==> config.mk <==
export PLATFORM = sky130hd
export DESIGN_NAME = dma_ring_engine
export DESIGN_NICKNAME = d
export VERILOG_FILES = /design/src/rtl/dma_ring_pkg.sv /design/src/rtl/dma_ring_regs.sv /design/src/rtl/dma_ring_walker.sv /design/src/rtl/dma_ring_engine.sv
export SDC_FILE = /design/constraint.sdc
export NUM_CORES = 1
export LEC_CHECK = 0
export BUFFER_PORTS_ARGS = -buffer_cell sky130_fd_sc_hd__buf_2
export CAP_MARGIN = 5
export CORE_MARGIN = 2
export CORE_UTILIZATION = 40
export CTS_CLUSTER_DIAMETER = 40
export DETAILED_ROUTE_END_ITERATION = 8
export HOLD_SLACK_MARGIN = 0.02
export PLACE_DENSITY = 0.65
export SYNTH_ARGS = -nofsm -noshare
export SYNTH_HDL_FRONTEND = slang
export SYNTH_SLANG_ARGS = --single-unit
export TNS_END_PERCENT = 20
==> constraint.sdc <==
create_clock -name clk -period 2.4 [get_ports clk]
set_input_delay 0.12 -clock clk [delete_from_list [all_inputs] [get_ports clk]]
set_output_delay 0.12 -clock clk [all_outputs]
set_load 0.1 [all_outputs]
==> src/rtl/dma_ring_pkg.sv <==
package dma_ring_pkg;
    typedef enum logic [2:0] {
        ST_IDLE,
        ST_GET_BUF,
        ST_GET_CNT,
        ST_GET_NEXT,
        ST_MOVE
    } walk_state_t;

    localparam int CTL_IRQ  = 0;
    localparam int CTL_LOAD = 1;
    localparam int CTL_RCV  = 2;
    localparam int CTL_RUN  = 4;
endpackage

==> src/rtl/dma_ring_regs.sv <==
module dma_ring_regs
    import dma_ring_pkg::*;
#(
    parameter int CTL_W = 32
) (
    input  logic             clk,
    input  logic             rst_n,
    input  logic             wr_ctl,
    input  logic [CTL_W-1:0] wdata,
    input  logic             rd_ctl,
    input  logic             irq_set,
    output logic [CTL_W-1:0] rdata,
    output logic             run,
    output logic             rcv,
    output logic             irq
);
    logic [CTL_W-1:0] ctl_q;
    logic             irq_q;

    always_ff @(posedge clk) begin
        if (!rst_n) begin
            ctl_q <= '0;
            irq_q <= 1'b0;
        end else begin
            if (wr_ctl) ctl_q <= wdata;
            if (irq_set)     irq_q <= 1'b1;
            else if (rd_ctl) irq_q <= 1'b0;
        end
    end

    always_comb begin
        rdata          = ctl_q;
        rdata[CTL_IRQ] = irq_q;
    end

    assign run = ctl_q[CTL_RUN];
    assign rcv = ctl_q[CTL_RCV];
    assign irq = irq_q;

    // a completion always leaves the flag set
    p_irq_set_r7: assert property (@(posedge clk) disable iff (!rst_n)
        irq_set |=> irq_q);
    // a read with no new completion clears the flag
    p_irq_clear_r8: assert property (@(posedge clk) disable iff (!rst_n)
        (rd_ctl && !irq_set) |=> !irq_q);
endmodule

==> src/rtl/dma_ring_walker.sv <==
module dma_ring_walker
    import dma_ring_pkg::*;
#(
    parameter int ADDR_W = 16,
    parameter int DATA_W = 16,
    parameter int CNT_W  = 14,
    parameter int IE_BIT = 15
) (
    input  logic              clk,
    input  logic              rst_n,
    input  logic              run,
    input  logic              rcv,
    input  logic              dptr_ld,
    input  logic [ADDR_W-1:0] dptr_val,
    output logic [ADDR_W-1:0] mem_addr,
    input  logic [DATA_W-1:0] mem_rdata,
    output logic              mem_we,
    output logic [DATA_W-1:0] mem_wdata,
    output logic              fifo_push,
    output logic [DATA_W-1:0] fifo_wdata,
    input  logic              fifo_full,
    output logic              fifo_pop,
    input  logic [DATA_W-1:0] fifo_rdata,
    input  logic              fifo_empty,
    output logic [ADDR_W-1:0] bptr,
    output logic              irq_set
);
    localparam int STEP     = DATA_W / 8;
    localparam int OFS_CNT  = STEP;
    localparam int OFS_NEXT = 2 * STEP;

    walk_state_t       st_q, st_d;
    logic [ADDR_W-1:0] dptr_q, bptr_q;
    logic [CNT_W-1:0]  cnt_q;
    logic              ie_q;
    logic              beat, last;

    assign beat = (st_q == ST_MOVE) && run && (rcv ? !fifo_empty : !fifo_full);
    assign last = (cnt_q <= CNT_W'(STEP));

    always_ff @(posedge clk) begin
        if (!rst_n) st_q <= ST_IDLE;
        else        st_q <= st_d;
    end

    always_ff @(posedge clk) begin
        if (!rst_n) begin
            dptr_q <= '0;
            bptr_q <= '0;
            cnt_q  <= '0;
            ie_q   <= 1'b0;
        end else begin
            if (st_q == ST_GET_NEXT) dptr_q <= mem_rdata[ADDR_W-1:0];
            else if (dptr_ld)        dptr_q <= dptr_val;
            if (st_q == ST_GET_BUF) bptr_q <= mem_rdata[ADDR_W-1:0];
            if (st_q == ST_GET_CNT) begin
                cnt_q <= mem_rdata[CNT_W-1:0];
                ie_q  <= mem_rdata[IE_BIT];
            end
            if (beat) begin
                bptr_q <= bptr_q + ADDR_W'(STEP);
                cnt_q  <= cnt_q - CNT_W'(STEP);
            end
        end
    end

    always_comb begin
        st_d     = st_q;
        irq_set  = 1'b0;
        mem_addr = bptr_q;
        unique case (st_q)
            ST_IDLE:     if (run) st_d = ST_GET_BUF;
            ST_GET_BUF:  begin mem_addr = dptr_q; st_d = ST_GET_CNT; end
            ST_GET_CNT:  begin mem_addr = dptr_q + ADDR_W'(OFS_CNT); st_d = ST_GET_NEXT; end
            ST_GET_NEXT: begin
                mem_addr = dptr_q + ADDR_W'(OFS_NEXT);
                if (cnt_q == '0) begin
                    st_d    = ST_GET_BUF;
                    irq_set = ie_q && run;
                end else begin
                    st_d = ST_MOVE;
                end
            end
            ST_MOVE: if (beat && last) begin
                st_d    = ST_GET_BUF;
                irq_set = ie_q;
            end
            default: st_d = ST_IDLE;
        endcase
        if (!run) st_d = ST_IDLE;
    end

    assign fifo_push  = beat && !rcv;
    assign fifo_pop   = beat && rcv;
    assign mem_we     = beat && rcv;
    assign fifo_wdata = mem_rdata;
    assign mem_wdata  = fifo_rdata;
    assign bptr       = bptr_q;

    // never push into a full FIFO
    p_no_push_full_r5: assert property (@(posedge clk) disable iff (!rst_n)
        fifo_push |-> !fifo_full);
    // never pop from an empty FIFO
    p_no_pop_empty_r5: assert property (@(posedge clk) disable iff (!rst_n)
        fifo_pop |-> !fifo_empty);
    // each beat moves the buffer pointer by one halfword
    p_bptr_step_r3: assert property (@(posedge clk) disable iff (!rst_n)
        (fifo_push || mem_we) |=> bptr_q == $past(bptr_q) + ADDR_W'(STEP));
    // a run request from idle starts a descriptor fetch
    p_start_fetch_r2: assert property (@(posedge clk) disable iff (!rst_n)
        (st_q == ST_IDLE && run) |=> st_q == ST_GET_BUF);
    // a cleared run bit returns the walker to idle
    p_halt_after_stop_r9: assert property (@(posedge clk) disable iff (!rst_n)
        !run |=> st_q == ST_IDLE);
endmodule

==> src/rtl/dma_ring_engine.sv <==
module dma_ring_engine
    import dma_ring_pkg::*;
#(
    parameter int ADDR_W = 16,
    parameter int DATA_W = 16,
    parameter int CNT_W  = 14,
    parameter int IE_BIT = 15,
    parameter int CTL_W  = 32
) (
    input  logic              clk,
    input  logic              rst_n,
    input  logic              reg_wr,
    input  logic              reg_sel,
    input  logic [CTL_W-1:0]  reg_wdata,
    input  logic              ctrl_rd,
    output logic [CTL_W-1:0]  ctrl_rdata,
    output logic              irq,
    output logic [ADDR_W-1:0] bptr,
    output logic [ADDR_W-1:0] mem_addr,
    input  logic [DATA_W-1:0] mem_rdata,
    output logic              mem_we,
    output logic [DATA_W-1:0] mem_wdata,
    output logic              fifo_push,
    output logic [DATA_W-1:0] fifo_wdata,
    input  logic              fifo_full,
    output logic              fifo_pop,
    input  logic [DATA_W-1:0] fifo_rdata,
    input  logic              fifo_empty
);
    logic run, rcv, irq_set;

    dma_ring_regs #(.CTL_W(CTL_W)) u_regs (
        .clk     (clk),
        .rst_n   (rst_n),
        .wr_ctl  (reg_wr && !reg_sel),
        .wdata   (reg_wdata),
        .rd_ctl  (ctrl_rd),
        .irq_set (irq_set),
        .rdata   (ctrl_rdata),
        .run     (run),
        .rcv     (rcv),
        .irq     (irq)
    );

    dma_ring_walker #(
        .ADDR_W (ADDR_W),
        .DATA_W (DATA_W),
        .CNT_W  (CNT_W),
        .IE_BIT (IE_BIT)
    ) u_walker (
        .clk        (clk),
        .rst_n      (rst_n),
        .run        (run),
        .rcv        (rcv),
        .dptr_ld    (reg_wr && reg_sel),
        .dptr_val   (reg_wdata[ADDR_W-1:0]),
        .mem_addr   (mem_addr),
        .mem_rdata  (mem_rdata),
        .mem_we     (mem_we),
        .mem_wdata  (mem_wdata),
        .fifo_push  (fifo_push),
        .fifo_wdata (fifo_wdata),
        .fifo_full  (fifo_full),
        .fifo_pop   (fifo_pop),
        .fifo_rdata (fifo_rdata),
        .fifo_empty (fifo_empty),
        .bptr       (bptr),
        .irq_set    (irq_set)
    );
endmodule

### Word-level counts from Yosys, hierarchy flattened

Cells that the tools add are included.

* reductions and logical operators: 19
* add/subtract/negate cells: 4
* equal/unequal tests: 5
* muxes and demuxes: 16
* order comparisons: 1

Operators with widths (number)
* 16-bit two-way mux: 4
* 16-bit case mux with 3 select lines: 1
* 16-bit by 2-bit adder with 16-bit output (second input constant): 2
* 14-bit two-way mux: 2
* 16-bit by 3-bit adder with 16-bit output (second input constant): 1
* 3-bit case mux with 5 select lines: 1
* 14-bit by 2-bit <= comparator with 1-bit output (second input constant): 1
* 14-bit zero test: 1
* 14-bit by 2-bit subtractor with 14-bit output (second input constant): 1
* 1-bit logical AND: 8
* 2-bit nonzero test: 4
* 3-bit by 2-bit == test with 1-bit output (second input constant): 2
* 3-bit two-way mux: 2
* 1-bit two-way mux: 5
* 1-bit zero test: 4
* 3-bit by 1-bit == test with 1-bit output (second input constant): 1
* 3-bit == test (second input constant): 1
* 3-bit zero test: 1
* 2-bit != test (second input constant): 1
* 1-bit case mux with 2 select lines: 1
* 2-bit AND reduction: 1

* logic and storage cells: 52
* flip-flop bits (word level): 83
* output and inout bits: 100

### Longest topological paths before layout

* depth in word-level cells: 7
* depth in mapped cells: 7
* depth with buffers taken out: 6

### Hierarchy

Synthesis repeated with hierarchy kept, for this count alone.

* cell total of the unflattened synthesis: 591
* area total of the unflattened synthesis: 5003.5 µm²

By module, submodules not included
* dma_ring_walker: area an instance 3723.6 µm², times used 1, cells an instance 483
* dma_ring_regs: area an instance 1263.7 µm², times used 1, cells an instance 106
* dma_ring_engine: area an instance 16.3 µm², times used 1, cells an instance 2

### Worst setup path before layout

OpenSTA, ideal clock, no wires.

* path kind: register to output
* start point: register u_walker.st_q[1]
* end point: output port mem_addr[13]
* stages on the path, launching flop included: 6
* arrival: 4597 ps
* buffers on the path: 2
* required time: 2280 ps
* slack: -2317 ps
* cells stage by stage: dfxtp_1 clkbuf_1 buf_2 and4b_1 nand4_1 o311ai_0

* cells in the longest elaborated chain, start to end: 2
* elaborated cells between the ends (all ways): 4
* classes of those cells: eq/ne (3); mux (1)

RTL lines
* start, declared: RTL line dma_ring_walker.sv:32 `walk_state_t st_q, st_d;`
* start signal, assigned: RTL line dma_ring_walker.sv:43 `else st_q <= st_d;`
* 3-bit by 2-bit == test with 1-bit output or 3-bit by 1-bit == test with 1-bit output (tied branches): RTL line dma_ring_walker.sv:71 `unique case (st_q)`
* 16-bit case mux with 3 select lines (*): RTL line dma_ring_walker.sv:71
* end, declared: RTL line dma_ring_engine.sv:19 `output logic [ADDR_W-1:0] mem_addr,`

Every way passes the cells marked *; elsewhere a longest branch is shown, timed or not.

### Worst setup path in the final report

* start point: register u_walker.dptr_q[1]
* end point: output port mem_addr[3]

* cells in the longest elaborated chain, start to end: 2
* elaborated cells between the ends (all ways): 3
* classes of those cells: add/sub (2); mux (1)

RTL lines
* start, declared: RTL line dma_ring_walker.sv:33 `logic [ADDR_W-1:0] dptr_q, bptr_q;`
* start signal, assigned: RTL line dma_ring_walker.sv:53 `if (st_q == ST_GET_NEXT) dptr_q <= mem_rdata[ADDR_W-1:0];`
* start signal, assigned: RTL line dma_ring_walker.sv:54 `else if (dptr_ld) dptr_q <= dptr_val;`
* 16-bit by 3-bit adder with 16-bit output or 16-bit by 2-bit adder with 16-bit output (tied branches): RTL line dma_ring_walker.sv:76, dma_ring_walker.sv:74
* 16-bit case mux with 3 select lines (*): RTL line dma_ring_walker.sv:71

Marks and branches as above.

==> impl_metrics.ini <==
[critical_path]
critPathLaunchType = flop
reg2reg_depth = 4
cp_common_cell = a21oi_1
worstReg2RegEnd = u_walker.cnt_q[10]
critPathLaunch = u_walker.dptr_q[1]
required_ns = 2.28
crit_path_end_kind = output pin
crit_chain = ha_1, or3b_2, a21oi_1, a21oi_1, o2bb2a_1, buf_4
path_class = flop to output pin
r2r_start = u_walker.cnt_q[1]
critPathArrivalTime_ns = 2.20
cp.depth = 6
cp_max_fo = 5
cpPeakStageDelay_ns = 0.45
crit_buf_inv = 1
worst-r2r-setup-slack_ns = 0.35
critical_path.slowest_cell = or3b_2
critical_path.top_delay_family = compound AO/OA/AOI/OAI gates
endpoint = mem_addr[3]

[sta]
worst_pin_slew_ns = 0.4987
setup_viol = 0
hold_viol_final = 0
fmax_mhz = 430.4
rsz0062_at_grt = yes
fin_setup_tns_ns = 0
max_slew_margin_pct = 66.67
layout_min_cycle_time_ns = 2.323
fin_skew_ns = 0.008673
drv_slew = 0
timing.final.crit_share_pct = 96.81

[grt]
grt-ovfl-total = 0
grt_use_total_pct = 24.58
grt_max_degree = 59
grt_pass1_wl_um = 24420
grt_pass1_vias = 4699
antenna_found_initial = 0

[yosys]
yosys.area.top_type_share_pct = 35.53
postSynthCellCount = 611
synth_area_mm2 = 0.004621
yosysSeqAreaShare_pct = 35.53
synth_xor_area_share_pct = 1.137
synthTopCellsByArea = dfxtp_1, nand2_1, a21oi_1
synth_edf_count = 0
yosysWarnings = 0
async_reset_ff_share_pct = 0
synth-compound-area-share_pct = 22.83
synth_top_family_by_area = simple AND/OR/NAND/NOR gates
synth_ff_type = dfxtp_1
ys_types = 57
synthAdderAreaFrac_pct = 1.083
synth-simple-area-share_pct = 27.46
synth.net_count = 686
synth_area_per_cell_um2 = 7.562
synth-seq-cells = 82
synth_top_cell_by_area = dfxtp_1
synthMuxAreaShare_pct = 1.625

[min_path]
hp-start = reg_wdata[15]
hp-class = primary input to flop

[route]
postRouteAntennaNets = 0
avgViaCountPerCell = 5.703
drt_iter0_drc = 343
routedWlPerCell_um = 17.56
first_pass_iters = 5
routed-via-count = 5007
wl_um = 15420
drc = 0

[layout]
antenna_cells = 0
area_growth_syn_to_layout_pct = 29.79
drive_gt1_share_pct = 28.44
final_cell_mix = nand2_1, buf_2, dfxtp_1
final_common_cell = nand2_1
finalNetCount = 805
fin_area_mm2 = 0.005997

[pwr]
p_per_area_mw_per_mm2 = 609.0
leakagePower_uw = 0.002394
ir_worst_vdd_mv = 0.4136

[clocking]
cts-root-buf = clkbuf_16
insertion_delay_ns = 0.35
clk_path_buf_depth = 2
cts_max_level = 3
clock_sinks = 82
cts_made_buffers = 9
cts_tree = done
clk_pin_slew_ns = 0.06

[placement]
dp_hpwl_um = 11220
io_buffers = 138
placed_cell_area_mm2 = 0.005411
gp_congestion = 0.9556

[outcome]
status = finished, final reports clean

[floorplan]
core_area_mm2 = 0.01137
initial_core_util_pct = 40.64
dieArea_mm2 = 0.01243
die_h_um = 111.5
row_count = 39
pin_count = 171
die_width_um = 111.5

[run]
cap_violations = 0
==> worst min-delay path by stage <==
| stage | to | cells after the start | slack (ns) |
|---|---|---|---|
| global placement | mem_wdata[15] | 0 | 0.24 |
| detailed placement | mem_wdata[15] | 0 | 0.24 |
| floorplan | u_walker.cnt_q[0] | 2 | 0.26 |
| global route | u_regs.ctl_q[15] | 3 | 0.03 |
| finish | u_regs.ctl_q[15] | 3 | 0.03 |
| CTS | u_regs.ctl_q[15] | 3 | 0.02 |
==> worst min-delay path: stages <==
cell	delay [ns]
buf_2	0.10
nand2_1	0.05
a21oi_1	0.06
==> kinds of logic (layout without fill, tap and decap cells) <==
group | after synthesis | after routing
AOI/OAI and AO/OA | 160 | 160
xor gates and xnor gates | 6 | 6
adders and majority gates | 4 | 4
buffers and inverters | 90 | 214
DFF | 82 | 82
muxes | 7 | 7
and+or+nand+nor | 262 | 262
==> per-stage QoR <==
stage          setup WS, ns  util [%]  hold WS [ns]  total power [µW]  instances
2_1_floorplan       -0.4176         -        0.2560              2134        611
3_3_place_gp         0.3381     47.60        0.2407              2174        836
3_5_place_dp         0.3154     47.60        0.2407              2178        836
4_1_cts            0.003289     52.40       0.02354              3676        875
5_1_grt            -0.01657     52.75       0.03258              3776        878
6_report            0.07656     52.75       0.03152              3652        878
==> report_power, final <==
part | switching, µW | total, µW | internal, µW
Combinational | 570 | 736 | 167
Sequential | 42.0 | 1450 | 1400
Clock | 622 | 1470 | 848
==> final cells by class <==
class | instances | area, µm²
fillers | 1116 | 5373
inverters | 13 | 48.80
clock buffers | 10 | 239.0
flip-flops and latches | 82 | 1647
clock inverters | 6 | 72.57
multi-input cells | 439 | 2555
well taps | 143 | 178.9
repair buffers | 185 | 1256
==> sequential cells by signal, summed over array words and instances, names as in the netlist <==
signal / count
u_walker.ie_q: 1
u_regs.ctl_q: 31
u_regs.irq: 1
u_walker.cnt_q: 14
u_walker.dptr_q: 16
u_walker.st_q: 3
u_walker.bptr: 16
==> synth_stat cells (3+ instances only) <==
| cell | n |
|---|---|
| a21oi_1 | 64 |
| a22oi_1 | 8 |
| a2bb2oi_1 | 5 |
| a311oi_1 | 18 |
| a31oi_1 | 8 |
| a32oi_1 | 3 |
| and4_1 | 4 |
| buf_2 | 4 |
| buf_4 | 36 |
| clkbuf_1 | 35 |
| dfxtp_1 | 82 |
| ha_1 | 4 |
| inv_1 | 13 |
| mux2_2 | 4 |
| mux2i_1 | 3 |
| nand2_1 | 131 |
| nand2b_1 | 4 |
| nand3_1 | 25 |
| nand4_1 | 10 |
| nor2_1 | 31 |
| nor3_1 | 17 |
| nor4_1 | 6 |
| o211ai_1 | 10 |
| o21ai_0 | 14 |
| o311ai_0 | 9 |
| o31ai_1 | 4 |
| or3_1 | 7 |
| or3b_2 | 4 |
| or4_1 | 3 |
| or4_4 | 3 |
| xnor2_1 | 3 |
| xor2_1 | 3 |
==> metal layers <==
metal	vias up	track usage [%]	wire length, µm
met3	36	6.042	1456
met1	2309	32.14	6473
met5	-	0	0
met4	0	12.59	565
met2	244	37.76	6921
li1	2418	-	-
==> what timing repair did <==
item | 4_1_cts | 5_1_grt
gates resized for setup | 3 | 7
hold endpoints to repair | 23 | 0
buffers inserted | 0 | 3
pin swaps | 1 | 0
hold buffers | 23 | 0
endpoints found under the setup margin | 5 | 13
No activity file was read; power rests on OpenSTA's default activity.
